## src/rtl/bose_lin_pkg.sv

```systemverilog
package bose_lin_pkg;

    // Value the error pair takes while in reset: a legal, complementary pair.
    localparam logic [1:0] RAIL_RESET = 2'b01;

    // A two-rail pair is a code pair when its rails differ.
    function automatic logic rail_is_code(input logic [1:0] pair);
        return pair[1] ^ pair[0];
    endfunction

endpackage

```

## src/rtl/bose_lin_zero_count.sv

```systemverilog
module bose_lin_zero_count #(
    parameter int INFO_W = 8,
    parameter int CHK_W  = 2
) (
    input  logic [INFO_W-1:0] info,
    output logic [CHK_W-1:0]  count
);

    // The accumulator is exactly CHK_W bits wide, so it wraps modulo 2^CHK_W.
    always_comb begin
        count = '0;
        for (int i = 0; i < INFO_W; i++) begin
            count = count + {{(CHK_W-1){1'b0}}, ~info[i]};
        end
    end

endmodule

```

## src/rtl/bose_lin_rail_cell.sv

```systemverilog
module bose_lin_rail_cell (
    input  logic a0,
    input  logic a1,
    input  logic b0,
    input  logic b1,
    output logic f,
    output logic g
);

    // Two complementary pairs in give a complementary pair out.
    // Any pair with equal rails drives f and g to equal values.
    always_comb begin
        f = (a0 & b0) | (a1 & b1);
        g = (a0 & b1) | (a1 & b0);
    end

endmodule

```

## src/rtl/bose_lin_rail_tree.sv

```systemverilog
module bose_lin_rail_tree #(
    parameter int PAIRS = 2
) (
    input  logic [PAIRS-1:0] rail_x,
    input  logic [PAIRS-1:0] rail_y,
    output logic             out_f,
    output logic             out_g
);

    logic [PAIRS-1:0] stage_f;
    logic [PAIRS-1:0] stage_g;

    assign stage_f[0] = rail_x[0];
    assign stage_g[0] = rail_y[0];

    // Linear chain of cells: each stage folds one more pair into the result.
    for (genvar i = 1; i < PAIRS; i++) begin : g_stage
        bose_lin_rail_cell i_cell (
            .a0 (stage_f[i-1]),
            .a1 (stage_g[i-1]),
            .b0 (rail_x[i]),
            .b1 (rail_y[i]),
            .f  (stage_f[i]),
            .g  (stage_g[i])
        );
    end

    assign out_f = stage_f[PAIRS-1];
    assign out_g = stage_g[PAIRS-1];

endmodule

```

## src/rtl/bose_lin_checker_top.sv

```systemverilog
module bose_lin_checker_top #(
    parameter int INFO_W = 8,
    parameter int CHK_W  = 2
) (
    input  logic              clk,
    input  logic              rst_n,
    input  logic [INFO_W-1:0] enc_info,
    output logic [CHK_W-1:0]  enc_check,
    input  logic [INFO_W-1:0] chk_info,
    input  logic [CHK_W-1:0]  chk_bits,
    output logic [1:0]        err_pair
);
    import bose_lin_pkg::*;

    localparam int WORD_W = INFO_W + CHK_W;

    logic [CHK_W-1:0] gen_chk;
    logic [CHK_W-1:0] rail_y;
    logic             tree_f;
    logic             tree_g;
    logic [1:0]       err_q;

    // Producer-side encoder.
    bose_lin_zero_count #(.INFO_W(INFO_W), .CHK_W(CHK_W)) i_enc_gen (
        .info  (enc_info),
        .count (enc_check)
    );

    // Checker-side generator, kept separate from the encoder.
    bose_lin_zero_count #(.INFO_W(INFO_W), .CHK_W(CHK_W)) i_chk_gen (
        .info  (chk_info),
        .count (gen_chk)
    );

    // Inverting the received bits makes a match show up as a complementary pair.
    assign rail_y = ~chk_bits;

    if (CHK_W == 1) begin : g_single
        assign tree_f = gen_chk[0];
        assign tree_g = rail_y[0];
    end else begin : g_chain
        bose_lin_rail_tree #(.PAIRS(CHK_W)) i_tree (
            .rail_x (gen_chk),
            .rail_y (rail_y),
            .out_f  (tree_f),
            .out_g  (tree_g)
        );
    end

    always_ff @(posedge clk or negedge rst_n) begin
        if (!rst_n) begin
            err_q <= RAIL_RESET;
        end else begin
            err_q <= {tree_f, tree_g};
        end
    end

    assign err_pair = err_q;

    // a matching word yields a complementary pair one edge later.
    p_code_pair_r3: assert property (@(posedge clk) disable iff (!rst_n)
        (gen_chk == chk_bits) |=> rail_is_code(err_q));

    // a mismatching word yields equal rails one edge later.
    p_noncode_pair_r4: assert property (@(posedge clk) disable iff (!rst_n)
        (gen_chk != chk_bits) |=> !rail_is_code(err_q));

    // both generators agree whenever they see the same information.
    p_enc_matches_gen_r1: assert property (@(posedge clk) disable iff (!rst_n)
        (enc_info == chk_info) |-> (enc_check == gen_chk));

    // the first edge after release still shows the reset pair.
    p_reset_pair_r6: assert property (@(posedge clk) disable iff (!rst_n)
        $rose(rst_n) |-> (err_q == RAIL_RESET));

    // with the received word unchanged, the result stays put.
    p_hold_r7: assert property (@(posedge clk) disable iff (!rst_n)
        ($stable({chk_info, chk_bits}) && !$rose(rst_n)) |=> $stable(err_q));

    // the width of the check field does not depend on INFO_W.
    logic [WORD_W-1:0] unused_word;
    assign unused_word = {chk_info, chk_bits};

endmodule

```

## config.mk

```make
export PLATFORM = sky130hd
export DESIGN_NAME = bose_lin_checker_top
export DESIGN_NICKNAME = d
export VERILOG_FILES = /design/src/rtl/bose_lin_pkg.sv /design/src/rtl/bose_lin_zero_count.sv /design/src/rtl/bose_lin_rail_cell.sv /design/src/rtl/bose_lin_rail_tree.sv /design/src/rtl/bose_lin_checker_top.sv
export SDC_FILE = /design/constraint.sdc
export NUM_CORES = 1
export LEC_CHECK = 0
export BUFFER_PORTS_ARGS = -buffer_cell sky130_fd_sc_hd__buf_2
export CORE_AREA = 5 5 42 44
export CTS_BUF_LIST = sky130_fd_sc_hd__clkbuf_4 sky130_fd_sc_hd__clkbuf_8
export DETAILED_ROUTE_END_ITERATION = 7
export DIE_AREA = 0 0 47 49
export GPL_TIMING_DRIVEN = 0
export PLACE_DENSITY = 0.6
export SYNTH_ARGS = -nofsm -noshare
export SYNTH_HDL_FRONTEND = slang
export SYNTH_SLANG_ARGS = --single-unit
```

## constraint.sdc

```tcl
create_clock -name clk -period 3.35 [get_ports clk]
set_input_delay 0.67 -clock clk [delete_from_list [all_inputs] [get_ports clk]]
set_output_delay 0.67 -clock clk [all_outputs]
set_load 0.01 [all_outputs]
```

==> impl_metrics.tcl <==
set metrics [dict create \
    status "complete, but fails checks" \
    violations "negative setup slack" \
    drc 0 \
    slowest_delay_ns 0.52 \
    dp_hpwl_um 585 \
    clkSinkCount 2 \
    finish.utilization_pct 36.1 \
    critPathCaptureType "output pin" \
    switching_share_pct 32.7 \
    internal_power_uw 164 \
    combPwrFrac_pct 56.2 \
    yosys.area_share.simple_pct 0 \
    dieArea_mm2 0.00230 \
    finalCritPeriodShare_pct 105 \
    cp_slowest_cell "fa_1" \
    drt_iter0_drc 2 \
    switchingPower_uw 79.5 \
    powerDensity_mw_per_mm2 481 \
    synthCells 33 \
    gp_congestion 0.652 \
    fmax_mhz 284 \
    wl_per_cell_um 8.37 \
    synth_flop_cell "dfstp_2" \
    gr-total-overflow 0 \
    pre_cts_slack_ns -0.258 \
    core-area_mm2 0.00140 \
    grt_max_degree 3 \
    yosys_warnings 0 \
    ys_seq_area_share_pct 16.1 \
    routed_wl_um 636 \
    netlist_area_um2 318 \
    synth.avg_cell_area_um2 9.63 \
    hp-class "primary input to asynchronous set/reset pin" \
    synth_fp_nets 61 \
    whs_ns 0.217 \
    io_pins 24 \
    rows 14 \
    synth_common_cells "inv_1, fa_1, xnor2_1" \
    diodes 0 \
    path_common_cell "fa_1" \
    tritoncts.num_buffers 3 \
    hold_violations 0 \
    fin_tns_setup_ns -0.172 \
    ctsLongestPathBuffers 2 \
    fillCellCount 154 \
    synthTopCellsByArea "fa_1, inv_1, xnor2_1" \
    slew_headroom_pct 87.7 \
    tightest_slew_ns 0.183 \
    chipHeight_um 49 \
    fin_nets 89 \
    die_x_um 47 \
    cts_hold_buf 0 \
    cts_tree "yes" \
    clk_pin_slew_worst_paths_ns 0.04 \
    p_clk_share_pct 27.5 \
    port_buffers 23 \
    ys_async_sr_fraction_pct 100 \
    crit_required_ns 2.68 \
    cp-start-kind "primary input" \
    grt_pass1_wl_um 993 \
    setup_slack_ns -0.172 \
    dr.pass1.iters 4 \
    drive_gt1_share_pct 50.0 \
    synth_compound_gate_area_share_pct 3.94 \
    path_cells "buf_6 -> fa_1 -> inv_1 -> fa_1 -> fa_1 -> ha_2 -> xnor2_2 -> xnor2_1 -> buf_2" \
    grt_pass1_vias 299 \
    yosys.area.top_type "fa_1" \
    start_util_pct 22.7 \
    arrival_ns 2.85 \
    antenna_found_initial 0 \
    path_max_fanout 1 \
    synth_xor_area_share_pct 16.5 \
    ys_ff_latch 2 \
    cts-root-buf "clkbuf_4" \
    synthDistinctLibCells 7 \
    finalCriticalPeriod_ns 3.52 \
    path_class "primary input to output pin" \
    largest_reg_flops 2 \
    viasPerCell 3.91 \
    synthAdderAreaFrac_pct 45.7 \
    synth_top_area_share_pct 37.8 \
    synth_top_family_by_area "adder cells" \
    synthMuxAreaShare_pct 0 \
    power_frac_seq_pct 16.2 \
    synth-edff-count 0 \
    grt_setup_unrepaired "yes" \
    htreeDepth 1 \
    syn2layout_area_growth_pct 59.1 \
    synth_most_common_cell "inv_1" \
    dr_total_vias 297 \
    grtUsageTotal_pct 5.92 \
    max-cap-violations 0 \
    drv_slew 0 \
    ir_worst_vdd_mv 0.165 \
    drtAntennaViolNets 0 \
    p_leak_uw 0.000293 \
    setup_viol 1 \
]
path summary, 6_finish.rpt:
path                       slack (ns)                     to  cells past startpoint        start
max                             -0.17           enc_check[1]                      9  enc_info[6]
min                              0.22  err_pair[1]$_DFF_PN0_                      1        rst_n
max in group asynchronous        2.93  err_pair[0]$_DFF_PN1_                      1        rst_n
min in group clk                 0.64  err_pair[0]$_DFF_PN1_                      2  chk_bits[1]
per-layer routing:
metal / part of all wire (%) / global-route usage (%)
met5: 0 / 0
met4: 0 / 4.15
met3: 13 / 1.85
met2: 55 / 9.95
met1: 32 / 5.74
logic make-up (layout without fill, tap and decap cells):
kind of cell    after synthesis  count (layout)
compound gates                2               2
xor+xnor                      6               6
flops                         2               2
fa+ha+maj                     8               8
buf+inv                      15              42
placed cells by master (no fill, tap or decap):
| cell | count |
|---|---|
| buf_6 | 2 |
| o22ai_1 | 2 |
| dfrtp_1 | 1 |
| inv_1 | 15 |
| buf_2 | 21 |
| ha_2 | 1 |
| fa_1 | 6 |
| ha_1 | 1 |
| dfstp_2 | 1 |
| clkbuf_4 | 4 |
| xnor2_1 | 5 |
| xnor2_2 | 1 |
power groups by stage:
| stage | Clock (µW) | Combinational, µW | Sequential [µW] |
|---|---|---|---|
| finish | 67.0 | 137 | 39.4 |
| global route | 71.1 | 153 | 39.9 |
| CTS | 68.9 | 140 | 39.7 |
| detailed placement | 0 | 125 | 40.0 |
| global placement | 0 | 121 | 39.3 |
| floorplan | 0 | 76.3 | 46.1 |
worst max-delay path, delay by kind of cell:
kind | cells | cell delay (ns)
xor gates and xnor gates | 2 | 0.25
adders and majority gates | 4 | 1.65
buffers and inverters | 3 | 0.29
area by class of cell:
class	instances	area, µm²	share of cell area [%]
sequential	2	51.3	10.1
timing repair buffer	23	128	25.2
tap	16	20.0	3.96
clock buffer	4	30.0	5.94
inverter	15	56.3	11.1
multi-input combinational	16	220	43.6
repair_timing:
| action | CTS | global route |
|---|---|---|
| resized for setup | 4 | 0 |
| buffers inserted | 0 | 0 |
| endpoints found under the setup margin | 1 | 2 |
| pin swaps | 1 | 0 |
metrics by stage:
stage | total power (µW) | std cells | area, µm²
detailed placement | 165 | 72 | 453
global placement | 160 | 72 | 453
finish | 243 | 76 | 505
CTS | 249 | 76 | 505
global route | 264 | 76 | 505
floorplan | 122 | 33 | 318
No activity file was read; power rests on OpenSTA's default activity.
